[src/rtl/hmp_pkg.sv]
// Shared types for the host memory port.
// Assumes: nothing beyond IEEE 1800-2017.
package hmp_pkg;

    // Transfer sequencer states
    typedef enum logic [2:0] {
        ST_IDLE    = 3'd0,
        ST_SYNC    = 3'd1,
        ST_ACCESS  = 3'd2,
        ST_CAPTURE = 3'd3,
        ST_HOLD    = 3'd4
    } xfer_state_t;

endpackage

[src/rtl/hmp_sync.sv]
// Multi-stage synchronizer for a vector of asynchronous control inputs.
// Assumes: each bit is independent; the host keeps levels stable for several clocks.
module hmp_sync #(
    parameter int              WIDTH     = 4,
    parameter int              STAGES    = 2,
    parameter logic [WIDTH-1:0] RESET_VAL = '0
) (
    input  logic             clk,
    input  logic             rst_n,
    input  logic [WIDTH-1:0] d,
    output logic [WIDTH-1:0] q
);

    logic [STAGES-1:0][WIDTH-1:0] chain;

    // First stage samples the raw input
    always_ff @(posedge clk) begin
        if (!rst_n) chain[0] <= RESET_VAL;
        else        chain[0] <= d;
    end

    // Remaining stages shift the sample along
    for (genvar s = 1; s < STAGES; s++) begin : g_stage
        always_ff @(posedge clk) begin
            if (!rst_n) chain[s] <= RESET_VAL;
            else        chain[s] <= chain[s-1];
        end
    end

    assign q = chain[STAGES-1];

endmodule

[src/rtl/hmp_addr_ctr.sv]
// Holds the word address and memory select. Loads on an address phase and
// advances by one on request. The address wraps at its width and the select is kept.
// Assumes: load and advance are never high in the same cycle.
module hmp_addr_ctr #(
    parameter int ADDR_W = 14
) (
    input  logic              clk,
    input  logic              rst_n,
    input  logic              load,
    input  logic [ADDR_W-1:0] load_addr,
    input  logic              load_pm,
    input  logic              advance,
    output logic [ADDR_W-1:0] addr,
    output logic              is_pm
);

    localparam logic [ADDR_W-1:0] ONE = ADDR_W'(1);

    // Address register: load from the host or step forward
    always_ff @(posedge clk) begin
        if (!rst_n)       addr <= '0;
        else if (load)    addr <= load_addr;
        else if (advance) addr <= addr + ONE;
    end

    // Memory select: changes only on an address phase
    always_ff @(posedge clk) begin
        if (!rst_n)    is_pm <= 1'b0;
        else if (load) is_pm <= load_pm;
    end

endmodule

[src/rtl/hmp_xfer_ctrl.sv]
// Runs one host transfer: waits one synchronization cycle, makes the memory access,
// captures the result, raises ready and waits for the strobes to be released.
// Handles the two-part program-memory word and suppresses writes to the
// protected data-memory window.
// Assumes: rd_act/wr_act are already synchronized; the host holds bus_in stable
// while a write strobe is held.
module hmp_xfer_ctrl
    import hmp_pkg::*;
#(
    parameter int ADDR_W    = 14,
    parameter int BUS_W     = 16,
    parameter int PM_W      = 24,
    parameter int CTRL_BASE = 'h3FE0
) (
    input  logic              clk,
    input  logic              rst_n,
    input  logic              rd_act,
    input  logic              wr_act,
    input  logic              latch_evt,
    input  logic [BUS_W-1:0]  bus_in,
    input  logic [ADDR_W-1:0] cur_addr,
    input  logic              cur_pm,
    input  logic [PM_W-1:0]   mem_rdata,
    output logic              idle,
    output logic              ack,
    output logic [BUS_W-1:0]  bus_out,
    output logic              bus_oe,
    output logic              mem_req,
    output logic              mem_we,
    output logic [PM_W-1:0]   mem_wdata,
    output logic              advance
);

    localparam int                LO_W     = PM_W - BUS_W;
    localparam logic [ADDR_W-1:0] CTRL_LIM = ADDR_W'(CTRL_BASE);

    xfer_state_t      state;
    logic             dir_rd;
    logic             half;
    logic [BUS_W-1:0] wdata_q;
    logic [BUS_W-1:0] hi_hold;
    logic [LO_W-1:0]  lo_hold;
    logic             need_mem;
    logic             start;

    assign start = rd_act | wr_act;
    assign idle  = (state == ST_IDLE);

    // Decide whether this transfer touches the memory array
    always_comb begin
        if (dir_rd)      need_mem = !cur_pm || !half;
        else if (cur_pm) need_mem = half;
        else             need_mem = (cur_addr < CTRL_LIM);
    end

    assign mem_req   = (state == ST_ACCESS) && need_mem;
    assign mem_we    = !dir_rd;
    assign mem_wdata = cur_pm ? {hi_hold, wdata_q[LO_W-1:0]} : {{LO_W{1'b0}}, wdata_q};
    assign advance   = (state == ST_CAPTURE) && (!cur_pm || half);
    assign bus_oe    = (state == ST_HOLD) && dir_rd;

    // Sequencer for one transfer
    always_ff @(posedge clk) begin
        if (!rst_n) begin
            state <= ST_IDLE;
        end else begin
            case (state)
                ST_IDLE:    if (start) state <= ST_SYNC;
                ST_SYNC:    state <= ST_ACCESS;
                ST_ACCESS:  state <= ST_CAPTURE;
                ST_CAPTURE: state <= ST_HOLD;
                ST_HOLD:    if (!start) state <= ST_IDLE;
                default:    state <= ST_IDLE;
            endcase
        end
    end

    // Ready output: low from transfer start until the capture step
    always_ff @(posedge clk) begin
        if (!rst_n)                          ack <= 1'b1;
        else if (idle && start)              ack <= 1'b0;
        else if (state == ST_CAPTURE)        ack <= 1'b1;
    end

    // Direction and write word captured when the transfer starts
    always_ff @(posedge clk) begin
        if (!rst_n) begin
            dir_rd  <= 1'b0;
            wdata_q <= '0;
        end else if (idle && start) begin
            dir_rd  <= rd_act;
            wdata_q <= bus_in;
        end
    end

    // Split-word phase: cleared by an address phase, flips per program transfer
    always_ff @(posedge clk) begin
        if (!rst_n)                                half <= 1'b0;
        else if (latch_evt)                        half <= 1'b0;
        else if ((state == ST_CAPTURE) && cur_pm)  half <= ~half;
    end

    // Upper part of a program word being written
    always_ff @(posedge clk) begin
        if (!rst_n)
            hi_hold <= '0;
        else if ((state == ST_CAPTURE) && !dir_rd && cur_pm && !half)
            hi_hold <= wdata_q;
    end

    // Lower byte of a program word read, kept for the second transfer
    always_ff @(posedge clk) begin
        if (!rst_n)
            lo_hold <= '0;
        else if ((state == ST_CAPTURE) && dir_rd && cur_pm && !half)
            lo_hold <= mem_rdata[LO_W-1:0];
    end

    // Read data register toward the host
    always_ff @(posedge clk) begin
        if (!rst_n) begin
            bus_out <= '0;
        end else if ((state == ST_CAPTURE) && dir_rd) begin
            if (!cur_pm)    bus_out <= mem_rdata[BUS_W-1:0];
            else if (!half) bus_out <= mem_rdata[PM_W-1:LO_W];
            else            bus_out <= {{(BUS_W-LO_W){1'b0}}, lo_hold};
        end
    end

endmodule

[src/rtl/host_mem_port.sv]
// Top of the host memory port. Synchronizes the host controls, detects the
// address phase, and ties the address counter to the transfer sequencer.
// Assumes: ADDR_W < BUS_W < PM_W; the host keeps the bus stable until ready.
module host_mem_port #(
    parameter int ADDR_W      = 14,
    parameter int BUS_W       = 16,
    parameter int PM_W        = 24,
    parameter int SYNC_STAGES = 2,
    parameter int CTRL_BASE   = 'h3FE0
) (
    input  logic              clk,
    input  logic              rst_n,
    input  logic              host_alat,
    input  logic              host_sel_n,
    input  logic              host_rd_n,
    input  logic              host_wr_n,
    input  logic [BUS_W-1:0]  host_bus_in,
    output logic [BUS_W-1:0]  host_bus_out,
    output logic              host_bus_oe,
    output logic              host_ack,
    output logic              mem_req,
    output logic              mem_we,
    output logic              mem_is_pm,
    output logic [ADDR_W-1:0] mem_addr,
    output logic [PM_W-1:0]   mem_wdata,
    input  logic [PM_W-1:0]   mem_rdata
);

    localparam int N_CTL = 4;

    logic [N_CTL-1:0]  ctl_s;
    logic              alat_s, sel_n_s, rd_n_s, wr_n_s;
    logic              alat_d;
    logic              latch_evt;
    logic              idle;
    logic              advance;
    logic              rd_act, wr_act;
    logic [ADDR_W-1:0] cur_addr;
    logic              cur_pm;

    hmp_sync #(
        .WIDTH     (N_CTL),
        .STAGES    (SYNC_STAGES),
        .RESET_VAL (4'b0111)
    ) u_sync (
        .clk   (clk),
        .rst_n (rst_n),
        .d     ({host_alat, host_sel_n, host_rd_n, host_wr_n}),
        .q     (ctl_s)
    );

    assign {alat_s, sel_n_s, rd_n_s, wr_n_s} = ctl_s;
    assign rd_act    = !sel_n_s && !rd_n_s;
    assign wr_act    = !sel_n_s && !wr_n_s;
    assign latch_evt = alat_d && !alat_s && idle;

    // Previous synchronized latch level, for falling-edge detection
    always_ff @(posedge clk) begin
        if (!rst_n) alat_d <= 1'b0;
        else        alat_d <= alat_s;
    end

    hmp_addr_ctr #(
        .ADDR_W (ADDR_W)
    ) u_addr (
        .clk       (clk),
        .rst_n     (rst_n),
        .load      (latch_evt),
        .load_addr (host_bus_in[ADDR_W-1:0]),
        .load_pm   (host_bus_in[ADDR_W]),
        .advance   (advance),
        .addr      (cur_addr),
        .is_pm     (cur_pm)
    );

    hmp_xfer_ctrl #(
        .ADDR_W    (ADDR_W),
        .BUS_W     (BUS_W),
        .PM_W      (PM_W),
        .CTRL_BASE (CTRL_BASE)
    ) u_ctrl (
        .clk       (clk),
        .rst_n     (rst_n),
        .rd_act    (rd_act),
        .wr_act    (wr_act),
        .latch_evt (latch_evt),
        .bus_in    (host_bus_in),
        .cur_addr  (cur_addr),
        .cur_pm    (cur_pm),
        .mem_rdata (mem_rdata),
        .idle      (idle),
        .ack       (host_ack),
        .bus_out   (host_bus_out),
        .bus_oe    (host_bus_oe),
        .mem_req   (mem_req),
        .mem_we    (mem_we),
        .mem_wdata (mem_wdata),
        .advance   (advance)
    );

    assign mem_addr  = cur_addr;
    assign mem_is_pm = cur_pm;

endmodule

[config.mk]
export PLATFORM = sky130hd
export DESIGN_NAME = host_mem_port
export DESIGN_NICKNAME = d
export VERILOG_FILES = /design/src/rtl/hmp_pkg.sv /design/src/rtl/hmp_sync.sv /design/src/rtl/hmp_addr_ctr.sv /design/src/rtl/hmp_xfer_ctrl.sv /design/src/rtl/host_mem_port.sv
export SDC_FILE = /design/constraint.sdc
export NUM_CORES = 1
export LEC_CHECK = 0
export BUFFER_PORTS_ARGS = -buffer_cell sky130_fd_sc_hd__buf_2
export CAP_MARGIN = 20
export CELL_PAD_IN_SITES_DETAIL_PLACEMENT = 0
export CELL_PAD_IN_SITES_GLOBAL_PLACEMENT = 1
export CORE_ASPECT_RATIO = 1.75
export CORE_MARGIN = 4
export CORE_UTILIZATION = 41
export CTS_CLUSTER_SIZE = 24
export DETAILED_ROUTE_END_ITERATION = 8
export PLACE_DENSITY_LB_ADDON = 0.25
export SLEW_MARGIN = 20
export SYNTH_ARGS = -nofsm -noshare
export SYNTH_HDL_FRONTEND = slang
export SYNTH_SLANG_ARGS = --single-unit
[constraint.sdc]
create_clock -name clk -period 4.11 [get_ports clk]
set_input_delay 1.0275 -clock clk [delete_from_list [all_inputs] [get_ports clk]]
set_output_delay 1.0275 -clock clk [all_outputs]
set_load 0.05 [all_outputs]
Word-level counts from Yosys, hierarchy flattened. Index checks and enable logic that the tools add are counted.

$add $sub $neg: 1. $lt $le $gt $ge: 1. Eq/ne operators: 6. Muxes and demuxes: 12. Bitwise operators: 3. Reductions and logical operators: 29.

Operators with widths (count): 2-to-1 mux 16 bit (2); 2-to-1 mux 14 bit (2); 2-to-1 mux 24 bit (1); logical AND 1 bit (15); case mux 3 bit (5 select lines) (1); adder 14 x 1 -> 14 bit, second input constant (1); less-than comparator 14 bit, second input constant (1); logical NOT 1 bit (7); equality test 3 x 2 -> 1 bit, second input constant (2); 2-to-1 mux 3 bit (2); 2-to-1 mux 1 bit (4); nonzero test 2 bit (2); equality test 3 x 1 -> 1 bit, second input constant (1); equality test 3 bit, second input constant (1); logical NOT 3 bit (1); logical OR 1 bit (2); != test 2 x 1 -> 1 bit, second input constant (1); != test 2 bit, second input constant (1); NOT 1 bit (2); AND reduction 2 bit (1); OR reduction 2 bit (1); OR 1 bit (1).

Flip-flop bits (word level): 86. Bits of input ports: 46. Output and inout bits: 59. Word-level logic and storage cells: 65.

Longest topological paths before layout. Gate-level depths: netlist (run 1).

Depth after elaboration: 5. Depth in mapped cells: 7. Gate-level depth less buffers: 5.

Modules after synthesis. A second synthesis (run 1) with hierarchy kept.

Cell total of the unflattened synthesis: 459. Area, all modules: 3961.3 µm².

By module, submodules not included: hmp_xfer_ctrl (times used 1, cells each 347, area an instance 2892.8 µm², sequential area each 1241.2 µm²); hmp_addr_ctr (times used 1, cells each 87, area an instance 784.5 µm², sequential area each 300.3 µm²); hmp_sync (times used 1, cells each 20, area an instance 240.2 µm², sequential area each 160.2 µm²); host_mem_port (times used 1, cells each 5, area an instance 43.8 µm², sequential area each 20.0 µm²).

Worst setup path before layout (run 1). OpenSTA, ideal clock, no wires.

Path type: reg-to-output. Start point: register u_addr.is_pm. End point: output mem_req. Arrival: 2.804 ns. Data required time: 3.083 ns. Slack: 0.278 ns. Cell stages (with the launch flop): 7. Buffers on the path: 2. Path through: dfxtp_1 -> buf_2 -> nor2b_1 -> buf_2 -> a41oi_1 -> o21ai_1 -> nor4b_1.

Word-level cells in the longest chain between the ends: 4. Elaborated cells between the ends (all ways): 5. Those cells by class: mux (2); reduce/logical (3).

Ends and longest elaborated chain: start, declared (line hmp_addr_ctr.sv:14) `output logic is_pm`; start signal, assigned (line hmp_addr_ctr.sv:29) `else if (load) is_pm <= load_pm;`; logical NOT 1 bit (line hmp_xfer_ctrl.sv:51) `if (dir_rd) need_mem = !cur_pm || !half;`; logical OR 1 bit (line hmp_xfer_ctrl.sv:51); 2-to-1 mux 1 bit * (line hmp_xfer_ctrl.sv:51); logical AND 1 bit * (line hmp_xfer_ctrl.sv:56) `assign mem_req = (state == ST_ACCESS) && need_mem;`; end, declared (line host_mem_port.sv:21) `output logic mem_req,`.

Every way passes the cells marked *; elsewhere a longest branch is shown, timed or not.

Worst setup path in the final report (run 1).
Start point: register u_ctrl.half. End point: output mem_req.

Word-level cells in the longest chain between the ends: 4. Elaborated cells between the ends (all ways): 5. Those cells by class: mux (2); reduce/logical (3).

Ends and longest elaborated chain: start, declared (line hmp_xfer_ctrl.sv:39) `logic half;`; start signal, assigned (line hmp_xfer_ctrl.sv:100) `else if ((state == ST_CAPTURE) && cur_pm) half <= ~half;`; logical NOT 1 bit (line hmp_xfer_ctrl.sv:51); logical OR 1 bit (line hmp_xfer_ctrl.sv:51); 2-to-1 mux 1 bit * (line hmp_xfer_ctrl.sv:51); logical AND 1 bit * (line hmp_xfer_ctrl.sv:56).

Marked as above.

==> results of run 1 <==
cell usage in the layout (no fill, tap or decap), types with 3 or more instances in the layout:
master,count
clkbuf_16,9
dfxtp_1,86
buf_2,104
and2_1,13
nor2_1,30
a211o_1,3
xnor2_1,4
o211ai_1,10
and4_1,4
nor3_1,13
nand2_1,79
nor4_1,3
a31oi_1,5
clkinv_2,3
or3_1,6
buf_4,3
mux2_2,8
o21ai_0,6
mux2i_1,22
nand2b_1,8
nand3_1,7
a221oi_1,9
a21oi_1,44
and3_1,5
power by group:
part | leakage [nW] | total [W] | switching (W) | internal, W
Combinational | 1.12 | 0.000104 | 0.0000699 | 0.0000338
Clock | 0.137 | 0.000753 | 0.000318 | 0.000436
Sequential | 0.695 | 0.000855 | 0.0000108 | 0.000844
Total | 1.96 | 0.00171 | 0.000398 | 0.00131
layout make-up:
class	instances	share of cell area (%)
tap	120	3.32
inverter	4	0.332
clock inverter	4	0.498
clock buffer	11	5.59
timing repair buffer	107	12.0
sequential	86	38.1
multi-input combinational	308	40.2
cell usage after synthesis (3+ instances only):
master    instances  area, sq um
dfxtp_1          86         1720
nand2_1          79          297
a21oi_1          44          220
nor2_1           30          113
mux2i_1          22          220
clkbuf_1         17         63.8
and2_1           13         81.3
nor3_1           13         65.1
buf_4            10         75.1
o211ai_1         10         75.1
a221oi_1          9         78.8
buf_2             9         45.0
mux2_2            8         90.1
nand2b_1          8         50.1
nand3_1           7         35.0
o21ai_0           6         30.0
or3_1             6         37.5
a31oi_1           5         31.3
and3_1            5         31.3
and4_1            4         35.0
xnor2_1           4         35.0
a211o_1           3         26.3
buf_6             3         33.8
nor4_1            3         18.8
through the flow:
| step | instance area (sq um) | setup WS, ns |
|---|---|---|
| after floorplan | 3770 | 0.278 |
| after global routing | 4520 | 0.883 |
| after global placement | 4250 | 1.37 |
| after CTS | 4520 | 0.992 |
| after detailed placement | 4250 | 1.37 |
| final | 4520 | 1.05 |
kinds of logic (layout without fill, tap and decap cells):
| family | count (synthesis) | count (layout) | share of synthesized area, % |
|---|---|---|---|
| mux | 30 | 30 | 8.23 |
| compound gates | 90 | 90 | 14.9 |
| xor+xnor | 5 | 5 | 1.16 |
| buf+inv | 43 | 126 | 6.17 |
| flops | 86 | 86 | 45.7 |
| simple gates | 182 | 182 | 23.6 |
| fa+ha+maj | 1 | 1 | 0.332 |
worst paths after layout:
| check | start | endpoint | cells past startpoint |
|---|---|---|---|
| max | u_ctrl.half | mem_req | 5 |
| min | u_sync.chain[2] | u_sync.q[2] | 1 |
| max reg2reg | u_addr.is_pm | u_ctrl.hi_hold[13] | 4 |
| min reg2reg | u_sync.chain[2] | u_sync.q[2] | 1 |
state kept, by name, summed over array words and instances, names as in the netlist:
register        flops
alat_d              1
u_addr.addr        14
u_addr.is_pm        1
u_ctrl.ack          1
u_ctrl.bus_out     16
u_ctrl.dir_rd       1
u_ctrl.half         1
u_ctrl.hi_hold     16
u_ctrl.lo_hold      8
u_ctrl.state        3
u_ctrl.wdata_q     16
u_sync.chain        4
u_sync.q            4
worst max-delay path, delay by kind of cell (launching register included):
kind,cells,cell delay [ns]
simple gates,2,0.42
compound gates,2,0.27
buf+inv,1,0.33
flops,1,0.67
routing by layer:
metal / GRT usage [%] / up-vias / part of all wire (%)
met4: 6.39 / 0 / 1.4
met3: 4.87 / 11 / 4.7
li1: - / 1686 / -
met5: 0 / - / 0
met1: 24.0 / 1576 / 41
met2: 33.3 / 77 / 52
==> results.sh, run 1 <==
export IMPL_nFillCells=939
export IMPL_power_w=0.00171
export IMPL_drt_wl_total_mm=10.3
export IMPL_cts_max_path_buffers=2
export IMPL_cp_required_ns=3.08
export IMPL_drc=0
export IMPL_yosysSeqAreaShare_pct=45.7
export IMPL_route_vias_total=3350
export IMPL_grt_overflow=0
export IMPL_crit_chain="nor2b_1, a41oi_1, o21ai_1, nor4b_1, buf_2"
export IMPL_drt_iter0_markers=154
export IMPL_grt_first_pass_wirelength_mm=16.5
export IMPL_synth_avg_cell_area_sq_um=8.63
export IMPL_ctsHoldBuffers=0
export IMPL_fin_util_pct=50.0
export IMPL_diodes=0
export IMPL_multi_input_area_sq_mm=0.00182
export IMPL_start_util_pct=41.7
export IMPL_track_usage_pct=19.6
export IMPL_nNetsFinal=563
export IMPL_post_drt_wl_per_cell_um=16.1
export IMPL_drive_gt1_share_pct=26.3
export IMPL_netlist_area_sq_mm=0.00377
export IMPL_peakVddDrop_v=0.000210
export IMPL_ant_nets=0
export IMPL_clock_latency_ns=0.34
export IMPL_synthArstFlopShare_pct=0
export IMPL_die_width_um=80.5
export IMPL_root_buffer="clkbuf_16"
export IMPL_dieArea_sq_mm=0.0109
export IMPL_placed_cells=625
export IMPL_power_density_mw_per_mm2=379
export IMPL_p_leak_nw=1.96
export IMPL_critical_path_slowest_cell="dfxtp_1"
export IMPL_fin_crit_ns=3.06
export IMPL_whs_ns=0.405
export IMPL_worstSetupPathType="flop to output pin"
export IMPL_rrSetupSlack_ns=1.91
export IMPL_portBuffers=104
export IMPL_ys_flop_type="dfxtp_1"
export IMPL_maxSlewViolCount=0
export IMPL_status="finished clean"
export IMPL_register_area_sq_mm=0.00172
export IMPL_path_max_fanout=13
export IMPL_fin_cells=640
export IMPL_period_share_pct=74.4
export IMPL_num_io_pins=105
export IMPL_synth_edf_count=0
export IMPL_cts_sinks=86
export IMPL_grt_max_degree=40
export IMPL_synth_nets=484
export IMPL_htree_num_levels=3
export IMPL_max_slew_margin_rel_pct=36.3
export IMPL_cts_resized=0
export IMPL_syn_instance_count=437
export IMPL_place_gp_congestion=0.847
export IMPL_via_per_inst=5.23
export IMPL_yosysWarnings=0
export IMPL_ys_types=48
export IMPL_setup_worst_path_start_class="flop"
export IMPL_finClkSkew_ns=0.00674
export IMPL_cp_end_kind="output pin"
export IMPL_cts_setup_buffers=0
export IMPL_rows=46
export IMPL_tightest_slew_ns=0.955
export IMPL_setup_violations=0
export IMPL_hold_viol=0
export IMPL_cts_tree="done"
export IMPL_cts_clk_slew_worst_paths_ns=0.06
export IMPL_arrival_ns=2.03
export IMPL_cts_buffers=9
export IMPL_hold_path_class="flop to flop"
export IMPL_tns_ns=0
export IMPL_dr_pass1_iters=4
export IMPL_clock_fmax_ghz=0.327
export IMPL_synth_seq_cells=86
export IMPL_grt_pass1_vias=3230
export IMPL_drv_cap=0
export IMPL_grt_setup_unrepaired="no"
export IMPL_antenna_found_initial=0
export IMPL_cp_slowest_stage_delay_ns=0.67
export IMPL_dp_hpwl_mm=7.38
export IMPL_fp_coreArea_sq_mm=0.00904
export IMPL_syn_to_final_growth_pct=19.9
export IMPL_die_y_um=135
No activity file was read; power rests on OpenSTA's default activity.
==> run 2: changes to the inputs <==
Settings changed: CORE_UTILIZATION 41 to 34.
Clock period 4.11 ns to 2.6 ns, I/O delays scaled along.
==> results.sh, run 2 (same netlist as run 1, synthesis figures left out) <==
export IMPL_hp_start="u_sync.chain[2]"
export IMPL_track_usage_pct=17.3
export IMPL_grt_setup_unrepaired="no"
export IMPL_grt_busiest_layer="met2"
export IMPL_grt_max_degree=34
export IMPL_top_regs="u_ctrl.bus_out (16), u_ctrl.hi_hold (16), u_ctrl.wdata_q (16)"
export IMPL_setup_worst_path_start_class="flop"
export IMPL_drv_cap=0
export IMPL_status="finished clean"
export IMPL_tightest_slew_ns=0.683
export IMPL_cts_max_path_buffers=2
export IMPL_placed_cells=639
export IMPL_rr_worst_depth=4
export IMPL_root_buffer="clkbuf_16"
export IMPL_syn_to_final_growth_pct=22.3
export IMPL_grt_util_met3_pct=3.98
export IMPL_num_io_pins=105
export IMPL_r2r_end="u_ctrl.lo_hold[7]"
export IMPL_diodes=0
export IMPL_cts_setup_buffers=0
export IMPL_period_share_pct=93.7
export IMPL_clock_fmax_ghz=0.410
export IMPL_grt_overflow=0
export IMPL_arrival_ns=1.79
export IMPL_cts_clk_slew_worst_paths_ns=0.06
export IMPL_portBuffers=104
export IMPL_cts_buffers=9
export IMPL_p_leak_nw=1.99
export IMPL_place_gp_congestion=0.844
export IMPL_use_met2_pct=29.6
export IMPL_start_util_pct=35.0
export IMPL_power_density_mw_per_mm2=619
export IMPL_cp_end_kind="output pin"
export IMPL_dp_hpwl_mm=7.70
export IMPL_use_met1_pct=20.4
export IMPL_dr_pass1_iters=4
export IMPL_dieArea_sq_mm=0.0129
export IMPL_cts_sinks=86
export IMPL_post_drt_wl_per_cell_um=16.4
export IMPL_drt_iter0_markers=137
export IMPL_fin_cells=654
export IMPL_worstSetupPathType="flop to output pin"
export IMPL_fin_crit_ns=2.44
export IMPL_endpoint="mem_req"
export IMPL_cts_tree="done"
export IMPL_htree_num_levels=3
export IMPL_nFillCells=1127
export IMPL_via_per_inst=5.21
export IMPL_hold_viol=0
export IMPL_drive_gt1_share_pct=26.7
export IMPL_clock_latency_ns=0.34
export IMPL_drc=0
export IMPL_rrSetupSlack_ns=0.54
export IMPL_hold_depth=1
export IMPL_die_y_um=147
export IMPL_grt_pass1_vias=3408
export IMPL_tns_ns=0
export IMPL_drt_wl_total_mm=10.7
export IMPL_hold_path_class="flop to flop"
export IMPL_cp_required_ns=1.95
export IMPL_route_vias_total=3408
export IMPL_setup_violations=0
export IMPL_finClkSkew_ns=0.00539
export IMPL_peakVddDrop_v=0.000329
export IMPL_maxSlewViolCount=0
export IMPL_max_slew_margin_rel_pct=54.4
export IMPL_path_max_fanout=7
export IMPL_layout_common_cells="buf_2, dfxtp_1, nand2_1"
export IMPL_whs_ns=0.405
export IMPL_fp_coreArea_sq_mm=0.0108
export IMPL_grt_first_pass_wirelength_mm=17.4
export IMPL_cp_startpoint="u_addr.addr[7]"
export IMPL_nNetsFinal=567
export IMPL_antenna_found_initial=0
export IMPL_final_common_cell="buf_2"
export IMPL_r2r_start="u_ctrl.state[0]"
export IMPL_ant_nets=0
export IMPL_die_width_um=87.6
export IMPL_rows=50
-- run 2: cell types whose count changed in the layout (fill, tap and decap cells not counted) --
cell / change
clkbuf_8: -2
nor4b_4: +1
buf_4: +5
bufinv_16: +2
buf_2: -1
clkbuf_1: +2
clkinv_2: -2
nor4b_1: -1
-- run 2: how the worst min path moves through the flow --
stage,endpoint,slack (ns)
6_report,u_sync.q[2],0.40
5_1_grt,u_sync.q[0],0.43
4_1_cts,u_sync.q[2],0.41
3_5_place_dp,u_sync.q[2],0.39
3_3_place_gp,u_sync.q[1],0.39
2_1_floorplan,u_sync.q[0],0.39
-- run 2: critical path, stage by stage (launching register included) --
cell	delay, ns
dfxtp_1	0.36
and4_1	0.25
a41oi_1	0.22
o21ai_1	0.13
nor4b_4	0.25
buf_4	0.24
-- run 2: report_power, final --
part	internal, W	switching [W]	total (W)
combinational	0.0000554	0.000112	0.000167
clock	0.000835	0.000501	0.00134
sequential	0.00133	0.0000169	0.00135
total	0.00222	0.000630	0.00285
-- run 2: timing repair --
action / CTS / global route
hold endpoints to repair: 0 / 0
hold buffers: 0 / 0
gates resized for setup: 0 / 2
setup endpoints to repair: 0 / 1
-- run 2: cell type report --
type                    count  area [sq um]  area share [%]
multi-input cells         308          1830            39.7
well taps                 130           163            3.53
repair buffers            111           576            12.5
flip-flops and latches     86          1720            37.3
clock inverters             4          72.6            1.57
inverters                   4          15.0           0.326
clock buffers              11           233            5.05
-- run 2: stage by stage --
step	utilization (%)	setup slack [ns]	power, W	cell area, sq um
2_1_floorplan	-	0.114	0.00148	3790
6_report	42.9	0.163	0.00285	4610
3_3_place_gp	40.0	0.460	0.00155	4300
3_5_place_dp	40.0	0.457	0.00155	4300
5_1_grt	42.9	0.0261	0.00297	4610
4_1_cts	42.8	0.0745	0.00290	4610
-- run 2: routing by layer --
metal	wire length [um]	up-vias
met5	0	-
met4	208	0
met3	670	14
met2	5410	114
met1	4460	1594
li1	-	1686
